<file path="src/rtl/lvl_mon_pkg.sv">
`timescale 1ns/1ps
// Package: shared types for the leveling failure monitor.
// Assumes three milestone banks, in the order leveling done,
// write-calibration start, calibration complete.
package lvl_mon_pkg;

    typedef enum logic [1:0] {
        STG_NONE      = 2'b00,
        STG_INITIAL   = 2'b01,
        STG_POST_OCLK = 2'b10,
        STG_FINAL     = 2'b11
    } fail_stage_e;

    localparam int NUM_BANKS  = 3;
    localparam int BANK_SEL_W = 2;
    // Index of each flag in the edge-detector vector
    localparam int IDX_ERR    = 0;
    localparam int IDX_MS0    = 1;
    localparam int NUM_EDGES  = IDX_MS0 + NUM_BANKS;

endpackage

</file>
<file path="src/rtl/lvl_edge_det.sv">
`timescale 1ns/1ps
// Module: lvl_edge_det
// Flags a rising edge on each bit of a level vector. The previous
// level is registered and cleared by reset, so a bit that is high at
// the first clock after reset counts as a rising edge.
// Assumes the inputs are synchronous to clk.
module lvl_edge_det #(
    parameter int WIDTH = 4
) (
    input  logic             clk,
    input  logic             rst_n,
    input  logic [WIDTH-1:0] level_i,
    output logic [WIDTH-1:0] rise_o
);

    logic [WIDTH-1:0] prev_q;

    // Remember last sampled level of every flag
    always_ff @(posedge clk) begin
        if (!rst_n) prev_q <= '0;
        else        prev_q <= level_i;
    end

    // Edge pulse: high now, low at the previous sample
    always_comb rise_o = level_i & ~prev_q;

    generate
        for (genvar i = 0; i < WIDTH; i++) begin : g_chk
            // a pulse never lasts two consecutive cycles
            p_rise_once_r1: assert property (@(posedge clk) disable iff (!rst_n)
                rise_o[i] |=> !rise_o[i]);
        end
    endgenerate

endmodule

</file>
<file path="src/rtl/lvl_stage_decoder.sv">
`timescale 1ns/1ps
// Module: lvl_stage_decoder
// Classifies the first qualified rising edge of the leveling error by
// the progress flags sampled in the same cycle, and holds the code.
// Assumes err_rise_i is a one-cycle pulse from lvl_edge_det.
module lvl_stage_decoder
    import lvl_mon_pkg::*;
(
    input  logic        clk,
    input  logic        rst_n,
    input  logic        err_rise_i,
    input  logic        lock_done_i,
    input  logic        strobe_found_i,
    input  logic        lvl_done_i,
    input  logic        wcal_start_i,
    input  logic        wcal_done_i,
    output fail_stage_e stage_o
);

    fail_stage_e stage_q;
    fail_stage_e stage_next;
    logic        qualified;

    // Edge counts only once the pre-leveling stages are done and
    // write calibration has not already finished
    always_comb qualified = lock_done_i && strobe_found_i && !wcal_done_i;

    // Pick the pass the failure belongs to; later stages win
    always_comb begin
        if (wcal_start_i)    stage_next = STG_FINAL;
        else if (lvl_done_i) stage_next = STG_POST_OCLK;
        else                 stage_next = STG_INITIAL;
    end

    // Record the first qualified failure and keep it until reset
    always_ff @(posedge clk) begin
        if (!rst_n)
            stage_q <= STG_NONE;
        else if (err_rise_i && qualified && stage_q == STG_NONE)
            stage_q <= stage_next;
    end

    assign stage_o = stage_q;

    // reset clears the recorded stage
    p_reset_clear_r9: assert property (@(posedge clk)
        !rst_n |=> stage_o == STG_NONE);

    // a recorded stage never changes before reset
    p_stage_hold_r5: assert property (@(posedge clk) disable iff (!rst_n)
        stage_o != STG_NONE |=> $stable(stage_o));

    // a qualified edge with nothing recorded yields a nonzero code
    p_record_r2: assert property (@(posedge clk) disable iff (!rst_n)
        (err_rise_i && qualified && stage_o == STG_NONE) |=> stage_o != STG_NONE);

    // an unqualified edge leaves the code at none
    p_ignore_unqual_r4: assert property (@(posedge clk) disable iff (!rst_n)
        (err_rise_i && !qualified && stage_o == STG_NONE) |=> stage_o == STG_NONE);

    // write calibration already running means the final pass
    p_final_pass_r3: assert property (@(posedge clk) disable iff (!rst_n)
        (err_rise_i && qualified && wcal_start_i && stage_o == STG_NONE)
            |=> stage_o == STG_FINAL);

endmodule

</file>
<file path="src/rtl/lvl_snap_bank.sv">
`timescale 1ns/1ps
// Module: lvl_snap_bank
// Stores the fine and coarse taps of all byte groups on the first
// capture pulse after reset and then freezes them.
// Assumes capture_i is a one-cycle pulse.
module lvl_snap_bank #(
    parameter int NUM_GROUPS = 8,
    parameter int FINE_W     = 6,
    parameter int COARSE_W   = 3,
    localparam int FINE_TOT   = NUM_GROUPS * FINE_W,
    localparam int COARSE_TOT = NUM_GROUPS * COARSE_W
) (
    input  logic                  clk,
    input  logic                  rst_n,
    input  logic                  capture_i,
    input  logic [FINE_TOT-1:0]   fine_i,
    input  logic [COARSE_TOT-1:0] coarse_i,
    output logic                  valid_o,
    output logic [FINE_TOT-1:0]   fine_o,
    output logic [COARSE_TOT-1:0] coarse_o
);

    logic                  valid_q;
    logic [FINE_TOT-1:0]   fine_q;
    logic [COARSE_TOT-1:0] coarse_q;

    // Write-once snapshot of every group's taps
    always_ff @(posedge clk) begin
        if (!rst_n) begin
            valid_q  <= 1'b0;
            fine_q   <= '0;
            coarse_q <= '0;
        end else if (capture_i && !valid_q) begin
            valid_q  <= 1'b1;
            fine_q   <= fine_i;
            coarse_q <= coarse_i;
        end
    end

    assign valid_o  = valid_q;
    assign fine_o   = fine_q;
    assign coarse_o = coarse_q;

    // a capture pulse leaves the bank marked valid
    p_valid_set_r6: assert property (@(posedge clk) disable iff (!rst_n)
        capture_i |=> valid_o);

    // a filled bank stays frozen until reset
    p_bank_frozen_r7: assert property (@(posedge clk) disable iff (!rst_n)
        valid_o |=> (valid_o && $stable(fine_o) && $stable(coarse_o)));

    // reset empties the bank
    p_bank_reset_r9: assert property (@(posedge clk)
        !rst_n |=> (!valid_o && fine_o == '0 && coarse_o == '0));

endmodule

</file>
<file path="src/rtl/lvl_fail_monitor.sv">
`timescale 1ns/1ps
// Module: lvl_fail_monitor (top)
// Watches calibration progress flags, records which leveling pass
// failed, and snapshots all byte-group taps at three milestones.
// A combinational port reads one group of one bank.
// Assumes all flags and taps are synchronous to clk.
module lvl_fail_monitor
    import lvl_mon_pkg::*;
#(
    parameter int NUM_GROUPS = 8,
    parameter int FINE_W     = 6,
    parameter int COARSE_W   = 3,
    localparam int SEL_W      = (NUM_GROUPS > 1) ? $clog2(NUM_GROUPS) : 1,
    localparam int FINE_TOT   = NUM_GROUPS * FINE_W,
    localparam int COARSE_TOT = NUM_GROUPS * COARSE_W
) (
    input  logic                  clk,
    input  logic                  rst_n,
    input  logic                  phy_lock_done,
    input  logic                  strobe_found,
    input  logic                  lvl_done,
    input  logic                  lvl_err,
    input  logic                  wcal_start,
    input  logic                  wcal_done,
    input  logic                  cal_complete,
    input  logic [FINE_TOT-1:0]   fine_taps,
    input  logic [COARSE_TOT-1:0] coarse_taps,
    input  logic [BANK_SEL_W-1:0] rd_bank,
    input  logic [SEL_W-1:0]      rd_group,
    output logic [1:0]            fail_stage,
    output logic [NUM_BANKS-1:0]  bank_valid,
    output logic [FINE_W-1:0]     rd_fine,
    output logic [COARSE_W-1:0]   rd_coarse
);

    logic [NUM_EDGES-1:0]  flag_level;
    logic [NUM_EDGES-1:0]  flag_rise;
    fail_stage_e           stage;
    logic [FINE_TOT-1:0]   bank_fine   [NUM_BANKS];
    logic [COARSE_TOT-1:0] bank_coarse [NUM_BANKS];

    // Gather the edge-sensitive flags: error first, then milestones
    always_comb flag_level = {cal_complete, wcal_start, lvl_done, lvl_err};

    lvl_edge_det #(.WIDTH(NUM_EDGES)) u_edges (
        .clk     (clk),
        .rst_n   (rst_n),
        .level_i (flag_level),
        .rise_o  (flag_rise)
    );

    lvl_stage_decoder u_stage (
        .clk            (clk),
        .rst_n          (rst_n),
        .err_rise_i     (flag_rise[IDX_ERR]),
        .lock_done_i    (phy_lock_done),
        .strobe_found_i (strobe_found),
        .lvl_done_i     (lvl_done),
        .wcal_start_i   (wcal_start),
        .wcal_done_i    (wcal_done),
        .stage_o        (stage)
    );

    assign fail_stage = stage;

    generate
        for (genvar b = 0; b < NUM_BANKS; b++) begin : g_bank
            lvl_snap_bank #(
                .NUM_GROUPS (NUM_GROUPS),
                .FINE_W     (FINE_W),
                .COARSE_W   (COARSE_W)
            ) u_bank (
                .clk       (clk),
                .rst_n     (rst_n),
                .capture_i (flag_rise[IDX_MS0 + b]),
                .fine_i    (fine_taps),
                .coarse_i  (coarse_taps),
                .valid_o   (bank_valid[b]),
                .fine_o    (bank_fine[b]),
                .coarse_o  (bank_coarse[b])
            );
        end
    endgenerate

    // Read mux: select one group of one bank, zero when out of range
    always_comb begin
        rd_fine   = '0;
        rd_coarse = '0;
        for (int b = 0; b < NUM_BANKS; b++) begin
            for (int g = 0; g < NUM_GROUPS; g++) begin
                if (rd_bank == BANK_SEL_W'(b) && rd_group == SEL_W'(g)) begin
                    rd_fine   = bank_fine[b][g*FINE_W +: FINE_W];
                    rd_coarse = bank_coarse[b][g*COARSE_W +: COARSE_W];
                end
            end
        end
    end

    // unused bank code or group index reads as zero
    p_oob_zero_r8: assert property (@(posedge clk) disable iff (!rst_n)
        (int'(rd_bank) >= NUM_BANKS || int'(rd_group) >= NUM_GROUPS)
            |-> (rd_fine == '0 && rd_coarse == '0));

    // a bank that has not captured reads as zero
    p_empty_zero_r8: assert property (@(posedge clk) disable iff (!rst_n)
        (int'(rd_bank) < NUM_BANKS && !bank_valid[rd_bank])
            |-> (rd_fine == '0 && rd_coarse == '0));

endmodule

</file>
<file path="config.mk">
export PLATFORM = sky130hd
export DESIGN_NAME = lvl_fail_monitor
export DESIGN_NICKNAME = d
export VERILOG_FILES = /design/src/rtl/lvl_mon_pkg.sv /design/src/rtl/lvl_edge_det.sv /design/src/rtl/lvl_stage_decoder.sv /design/src/rtl/lvl_snap_bank.sv /design/src/rtl/lvl_fail_monitor.sv
export SDC_FILE = /design/constraint.sdc
export NUM_CORES = 1
export LEC_CHECK = 0
export BUFFER_PORTS_ARGS = -buffer_cell sky130_fd_sc_hd__buf_2
export CAP_MARGIN = 20
export CORE_ASPECT_RATIO = 1.5
export CORE_MARGIN = 2
export CORE_UTILIZATION = 35
export CTS_CLUSTER_DIAMETER = 60
export DETAILED_ROUTE_END_ITERATION = 8
export SYNTH_ARGS = -nofsm -noshare
export SYNTH_HDL_FRONTEND = slang
export SYNTH_SLANG_ARGS = --single-unit
</file>
<file path="constraint.sdc">
create_clock -name clk -period 1.8 [get_ports clk]
set_input_delay 0 -clock clk [delete_from_list [all_inputs] [get_ports clk]]
set_output_delay 0 -clock clk [all_outputs]
set_load 0.01 [all_outputs]
</file>
======== Yosys cells after proc, flatten, opt, wreduce, memory -nomap -nowiden ========
Index checks and enable logic that the tools add are counted.
Widths: inputs -> output; s select.
word-level totals
  bits in registers ....................... 225
  latch bits .............................. 0
  RAM bits ................................ 0
  memory bits (read-only) ................. 0
  input bits .............................. 86
  output and inout port bits .............. 14
  memories ................................ 0
cells by class
  add/subtract/negate cells ............... 0
  multiply operators ...................... 0
  divide/modulo/power cells ............... 0
  magnitude comparators ................... 0
  equality and inequality tests ........... 9
  shift operators ......................... 0
  mux-type cells .......................... 50
  bitwise logic cells ..................... 2
  reductions and logical operators ........ 38
operators with widths
  operator            count
  $mux 6              24
  $mux 3              24
  $logic_and 1x1->1   31
  $eq 3x3->1 const B  4
  $eq 3x2->1 const B  2
  $and 4x4->4         1
  $logic_not 1->1     4
  $logic_not 2->1     2
  $mux 2              2
  $not 4->4           1
  $eq 3x1->1 const B  1
  $logic_not 3->1     1
  $eq 2x1->1 const B  1
  $eq 2x2->1 const B  1

======== Depth between registers and ports, before layout ========
Gate-level depths: netlist of the first run.
  depth after elaboration ................. 26
  gate-level depth with buffers ........... 10

======== Modules after synthesis ========
From an unflattened synthesis of the first run, not the netlist that was laid out.
unflattened totals
  cell total of the unflattened synthesis .. 1317
  area, all modules ....................... 11767.5 um^2
modules (own cells, without submodules)
  module             instances  cells each  area an instance (um^2)
  lvl_snap_bank      3          315         3024.2
  lvl_fail_monitor   1          351         2459.9
  lvl_edge_det       1          12          130.1
  lvl_stage_decoder  1          9           105.1

======== Worst setup path before layout of the first run ========
No wires, ideal clock.
  path type ............................... register -> output
  start ................................... reg g_bank[0].u_bank.coarse_q[8]
  end ..................................... out rd_coarse[2]
  arrival ................................. 1378 ps
  data required time ...................... 1800 ps
  path slack .............................. 422 ps
  cell stages (with the launch flop) ...... 7
  cells stage by stage .................... dfxtp_1 -> mux2_2 -> a221oi_2 -> o221ai_2 -> a221oi_2 -> a211o_1 -> o211ai_1
on the way
  longest elaborated chain between the ends .. 22
RTL lines
  what                    line                    source
  start, declared         lvl_snap_bank.sv:25     logic [COARSE_TOT-1:0] coarse_q;
  start signal, assigned  lvl_snap_bank.sv:36     coarse_q <= coarse_i;
  $mux 3 (22 in series)   lvl_fail_monitor.sv:91  if (rd_bank == BANK_SEL_W'(b) && rd_group == SEL_W'(g)) begin
  end, declared           lvl_fail_monitor.sv:33  output logic [COARSE_W-1:0] rd_coarse
No other way between the ends.

======== Final worst setup path of the first run ========
  start ................................... reg g_bank[0].u_bank.fine_q[4]
  end ..................................... out rd_fine[4]
on the way
  longest elaborated chain between the ends .. 24
RTL lines
  what                    line                    source
  start, declared         lvl_snap_bank.sv:24     logic [FINE_TOT-1:0] fine_q;
  start signal, assigned  lvl_snap_bank.sv:35     fine_q <= fine_i;
  $mux 6 (24 in series)   lvl_fail_monitor.sv:91
  end, declared           lvl_fail_monitor.sv:32  output logic [FINE_W-1:0] rd_fine,
No other way between the ends.

==> summary.md, run 1 <==
| Metric | Value |
|---|---|
| Synth unique cells | 74 |
| Overall power | between 10 and 15 mW |
| Synth Area in Simple Gates | 0.2254 |
| Failing checks | negative setup slack |
| Yosys top cell area share | 0.4223 |
| Most instantiated cells after synthesis | nand2_1, dfxtp_1, a21boi_0 |
| Overall Global Routing Usage | 0.2587 |
| Ranking of synthesized cells by area | dfxtp_1, nand2_1, a21boi_0 |
| H-tree Lvls | 1 |
| Crit-path cells | mux2i_4, a221oi_2, a21oi_1, or3_1, a31oi_2, o31a_1, buf_2 |
| Post-synthesis cell count | around 1300 |
| # DRC | 0 |
| CTS buffer count | 25 |
| P_leak | 5.522 nW |
| Pins Over Slew Limit | 0 |
| Yosys warning total | 0 |
| TritonCTS clock tree | done |
| Routed length on met3 | 1545 µm |
| Synth Area in Compound Gates | 0.2572 |
| Fmax | approximately 460 MHz |
| DR WL/cell | around 21 µm |
| CP max-delay cell | dfxtp_4 |
| Vias per cell | 5.192 |
| Non-filler cells, final | 1991 |
| DP HPWL | 31050 µm |
| First-pass GRT wire length | 62390 µm |
| Final setup skew | 14.52 ps |
| Reg clk slew, reported paths | 60 ps |
| DP Cell Count | 1865 |
| Ports | 100 |
| Period utilization | 1.199 |
| CP max stage delay | 370 ps |
| Xor and xnor area share after synthesis | 0 |
| Die Y | between 200 and 250 µm |
| CP Capture Type | primary output |
| Synth Area in Adders | 0 |
| Nets | between 1500 and 2000 |
| Detailed-route via count | just over 10000 |
| WP buf/inv | 1 |
| Final period demand of the worst path | roughly 2200 ps |
| Setup TNS | -2356 ps |
| RSZ-0062 raised after global routing | yes |
| CP required | 1800 ps |
| Largest net degree at the start of global routing | between 100 and 150 |
| Post-Place Worst Slack | -118.7 ps |
| Relative slew slack | 0.6168 |
| Clk buf depth | 3 |
| Root buf cell | clkbuf_16 |
| Vias in the first global route | 10162 |
| Seq/Total Area, Yosys | 0.4223 |
| Combinational family with the most area after synthesis | compound AO/OA/AOI/OAI gates |
| Avg Cell Area, Syn | 7.953 µm² |
| Post-synth EDFFs | 0 |
| Clk_lat worst skew | 530 ps |
| Synth area leader | dfxtp_1 |
| Maximum VDD drop | 0.7538 mV |
| Cell Rows | 78 |
| Setup Viol. Count Final | 9 |
| Synthesized cell area | 10670 µm² |
| Initial core utilization | 0.3537 |
| Die width | 146.5 µm |
| Status | finished with violations |
| Pwr Density | 893.6 nW/µm² |
| Antenna cell count | 0 |
| Top FF cell, synth | dfxtp_1 |
| Layout cell share with drive strength beyond 1 | 0.2269 |
| Seq cells post-synth | 225 |
| CP startpoint kind | flip-flop |
| Multiplexer share of the synthesized area | 0.04094 |
| Overflow after GRT | 0 |
| Slack of the critical path | -358.7 ps |
| Area grow syn2layout | 33.66% |
| WL met1 | 15960 µm |
| Crit-path max FO | 2 |
| Drt initial violations | 654 |
| Fraction of registers with async set/reset | 0 |
| Arr. time, crit path | 2160 ps |
| Met2 wire length | 21910 µm |
| Die area | ~32000 µm² |
| Worst slew pin tran | 568.8 ps |
| PortBufs | 99 |
| Top layer reached by signal wires | met4 |
| Routability cong. | between 0.9 and 1 |
| DR pass1 iterations | 5 |
| Initial antenna violation count | 0 |
| Final Hold Viols | 0 |
| Worst path top cell family by delay | compound AO/OA/AOI/OAI gates |
| # Post-CTS Setup Buffers | 0 |
| Crit Path Class | reg -> out |
| CORE AREA | about 30000 µm² |
| Max_cap viols | 0 |
| Final Util | 0.4727 |
| Syn_nets | 1427 |
| Routed Antenna Nets | 0 |
| HP Class | in -> reg |
| Clk sinks | 225 |
| Final wirelength | 41980 µm |
| Cell with the most instances after synthesis | nand2_1 |
-- layer usage --
metal / up-vias / track usage
met1: 4955 / 0.2867
met5: - / 0
met3: 94 / 0.02050
met4: 0 / 0.1392
li1: 5016 / -
met2: 272 / 0.4879
-- worst paths after layout --
check / from / endpoint / slack [ps] / cells past startpoint
worst max-delay path: g_bank[0].u_bank.fine_o[4] / rd_fine[4] / -360 / 7
worst min register to register: g_bank[2].u_bank.fine_o[29] / g_bank[2].u_bank.fine_o[29] / 460 / 2
worst max register to register: u_edges.prev_q[3] / g_bank[2].u_bank.coarse_o[6] / 270 / 5
worst min-delay path: strobe_found / u_stage.stage_o[0] / 80 / 5
-- cell type report --
class,count,area (µm²)
multi-input cells,997,5838
clock buffers,27,643.1
repair buffers,315,2506
fillers,2997,15900
inverters,9,33.78
clock inverters,18,200.2
flip-flops and latches,225,4533
well taps,400,500.5
-- flip-flops by register name, summed over array words and instances, names as in the netlist --
signal,count
u_edges.prev_q,4
g_bank.u_bank.coarse_o,72
u_stage.stage_o,2
g_bank.u_bank.fine_o,144
g_bank.u_bank.valid_o,3
-- metrics by stage --
stage	hold WS [ps]	instance area (µm²)
5_1_grt	143.0	14250
4_1_cts	77.64	14150
2_1_floorplan	121.7	10670
3_3_place_gp	214.2	12340
3_5_place_dp	222.1	12340
6_report	76.46	14250
-- worst reg2reg max path: cells and delay by family, from the launching register on --
kind | cells | cell delay [ps]
AND/OR/NAND/NOR | 3 | 730
flip-flops | 1 | 300
buffers and inverters | 1 | 250
AO/OA/AOI/OAI | 1 | 160
-- cells in the final DEF (no fill, tap or decap), types with 6 or more instances in the layout --
cell and instances:
mux2i_1 25, o21ai_1 8, dlygate4sd3_1 82, nand2_1 463, a22oi_1 8, nand3_1 10
nand2b_1 7, and3_1 6, clkinv_2 8, dfxtp_2 20, nor2b_1 11, buf_12 14
o22ai_1 10, a21oi_1 25, o211ai_1 9, o21a_1 8, buf_2 97, buf_4 121
nor2_1 38, dfxtp_1 204, a21boi_0 216, o21ai_0 20, o32ai_1 6, nor3_1 7
clkbuf_16 25
-- report_power, final --
group	internal, mW	total (mW)	switching, mW
Combinational	0.856	1.95	1.10
Sequential	5.27	5.51	0.245
Clock	3.06	5.27	2.21
Total	9.18	12.7	3.55
-- what timing repair did --
item	in CTS	in global routing
pin swaps	31	20
endpoints found under the hold margin	225	0
gates cloned	0	0
hold buffers	82	0
gates resized for setup	43	26
setup endpoints to repair	9	9
-- kinds of logic (layout without fill, tap and decap cells) --
kind of cell | Yosys count | count (layout)
AOI/OAI and AO/OA | 375 | 375
DFF | 225 | 225
muxes | 40 | 40
and+or+nand+nor | 582 | 582
buffers and inverters | 119 | 369
Note: power is estimated with default switching activity, not from simulation.
==> run 2, diff against run 1 <==
SETUP_SLACK_MARGIN = 0.5   (was not set)
==> run 2 against run 1 <==
  * The flow still finishes with violations (negative setup slack)
  * Final cell count increased by 3.4%
  * Sequential share of layout area decreased by 5.4 points
  * Count of clock-buffer cells in the layout increased by 6
  * Clock power about the same
  * Combinational power increased by 67%
  * Via count increased by 13%
  * Largest power group unchanged
  * Utilization increased by 9.6 points
  * First-iteration DRC count increased by 53%
  * Maximum frequency decreased by 2.0%
  * Non-clock buffer count increased by 69
  * Hold slack got worse by 14 ps
==> summary.md, run 2 (synthesis results as in run 1) <==
| Metric | Value |
|---|---|
| Status | finished with violations |
| Failing checks | negative setup slack |
| Commonest cells after routing, fill and taps aside | nand2_1, dfxtp_1, buf_4, a21boi_1, nand2_4 |
| DP Cell Count | 1856 |
| Pins Over Slew Limit | 0 |
| Cell Rows | 78 |
| Internal power | between 9 and 10 mW |
| R2R setup slack | around 310 ps |
| Most common cell after layout, fill and taps aside | nand2_1 |
| PortBufs | 99 |
| Non-filler cells, final | between 2000 and 2500 |
| Reg clk slew, reported paths | 60 ps |
| Routed Antenna Nets | 0 |
| Pwr Density | 818.4 nW/µm² |
| Clk sinks | between 200 and 250 |
| Die area | 31910 µm² |
| Fmax | 453.9 MHz |
| R2r worst-path depth | 6 |
| Final period demand of the worst path | 2203 ps |
| Detailed-route via count | 11697 |
| Maximum VDD drop | 0.7965 mV |
| First-pass GRT wire length | 68810 µm |
| Nets | roughly 1700 |
| Hold path startpoint | strobe_found |
| Die width | approximately 150 µm |
| CTS buffer count | 24 |
| Switching pwr | 4.184 mW |
| CP required | 1800 ps |
| GRT met2 Usage | 0.5439 |
| Global Route met1 Usage | 0.3242 |
| Area of the multi-input gates | 7129 µm² |
| Setup TNS | -2976 ps |
| Root buf cell | clkbuf_16 |
| Combinational Power Share | 0.231 |
| TritonCTS clock tree | done |
| Fill cells | about 2600 |
| Worst slew pin tran | 538.5 ps |
| Global-route layer with the greatest usage | met2 |
| P_leak | 7.178 nW |
| DR pass1 iterations | 6 |
| Slack of the critical path | -403.1 ps |
| RSZ-0062 raised after global routing | yes |
| Clk_lat worst skew | 540 ps |
| Arr. time, crit path | 2200 ps |
| CORE AREA | 30160 µm² |
| Hold path depth | 5 |
| Placed Area | 12280 µm² |
| HP Class | in -> reg |
| DR WL/cell | 27.19 µm |
| DP HPWL | 30410 µm |
| CP startpoint kind | flip-flop |
| Vias in the first global route | ~11000 |
| Crit-path max FO | 2 |
| Die Y | 217.8 µm |
| Relative slew slack | 0.6377 |
| Clock power frac | 0.375 |
| Final Util | 0.5690 |
| Largest net degree at the start of global routing | 110 |
| Crit Path Class | reg -> out |
| Max_cap viols | 0 |
| Period utilization | 1.224 |
| Clk buf depth | 3 |
| Vias per cell | around 5.7 |
| Initial antenna violation count | 0 |
| Antenna cell count | 0 |
| Routability cong. | between 1 and 1.5 |
| Sequential cell fraction of total power | 0.394 |
| Finished Cell Area | 17160 µm² |
| Ports | 100 |
| Reg2reg end | g_bank[0].u_bank.fine_o[14] |
| Met3 Use GR | 0.03054 |
| Area grow syn2layout | 60.90% |
| Reg-to-Reg Start | u_edges.prev_q[1] |
| CP Capture Type | primary output |
| Layout cell share with drive strength beyond 1 | 0.4077 |
| Final setup skew | 10.20 ps |
| Register area | roughly 4500 µm² |
| Setup Viol. Count Final | 9 |
| Final Hold Viols | 0 |
| Switching Share | 0.2979 |
| Overflow after GRT | 0 |
| Final wirelength | 55960 µm |
| Overall Global Routing Usage | 0.2916 |
| H-tree Lvls | 1 |
| # DRC | 0 |
| Max reg flops | between 100 and 150 |
| Initial core utilization | 0.3537 |
| Drt initial violations | 998 |
| Hold Crit Endpoint | u_stage.stage_o[0] |
[run 2: stage by stage]
stage	hold slack (ps)	power [mW]	setup WS, ps
floorplan	121.7	6.457	445.7
global placement	214.1	7.327	-140.9
detailed placement	225.2	7.344	-157.3
CTS	58.54	13.06	-424.2
global route	84.90	14.37	-503.7
finish	62.58	14.04	-403.1
[run 2: worst max path at each step]
stage,startpoint,cells after the start,to
after floorplan,g_bank[0].u_bank.coarse_o[8],6,rd_coarse[2]
after global placement,rd_group[1],10,rd_fine[5]
after detailed placement,rd_group[0],8,rd_fine[1]
after CTS,g_bank[0].u_bank.coarse_o[2],8,rd_coarse[2]
after global routing,g_bank[0].u_bank.fine_o[39],6,rd_fine[3]
final,g_bank[0].u_bank.coarse_o[8],8,rd_coarse[2]
[run 2: power groups by stage]
stage	Combinational (mW)	Clock (mW)	Sequential, mW
6_report	3.25	5.27	5.53
3_5_place_dp	1.74	0	5.60
5_1_grt	3.34	5.48	5.54
4_1_cts	2.27	5.29	5.50
3_3_place_gp	1.73	0	5.60
2_1_floorplan	0.980	0	5.48
[run 2: critical path: stages, from the launching register on]
cell and delay, ps:
dfxtp_2 330, mux2_2 260, a221oi_2 210, buf_4 160, o221ai_2 90, a221oi_2 220
a211o_1 130, o211ai_1 110, buf_2 170
[run 2: cell type report]
| type | count | share of cell area |
|---|---|---|
| clock inverters | 9 | 0.007583 |
| multi-input cells | 998 | 0.4155 |
| inverters | 9 | 0.001969 |
| well taps | 400 | 0.02917 |
| repair buffers | 384 | 0.2418 |
| flip-flops and latches | 225 | 0.2641 |
| clock buffers | 33 | 0.03996 |
[run 2: timing repair]
action | CTS | global route
hold endpoints to repair | 225 | 0
endpoints found under the setup margin | 193 | 208
hold buffers | 82 | 0
cloned | 15 | 41
gates resized for setup | 106 | 560
setup buffers | 13 | 9
pin swaps | 26 | 262
[run 2: routing by layer]
layer  part of all wire  up-vias
met5                  0        -
met3              0.069      255
met2               0.49      639
met1               0.35     5607
met4              0.097        0
li1                   -     5196
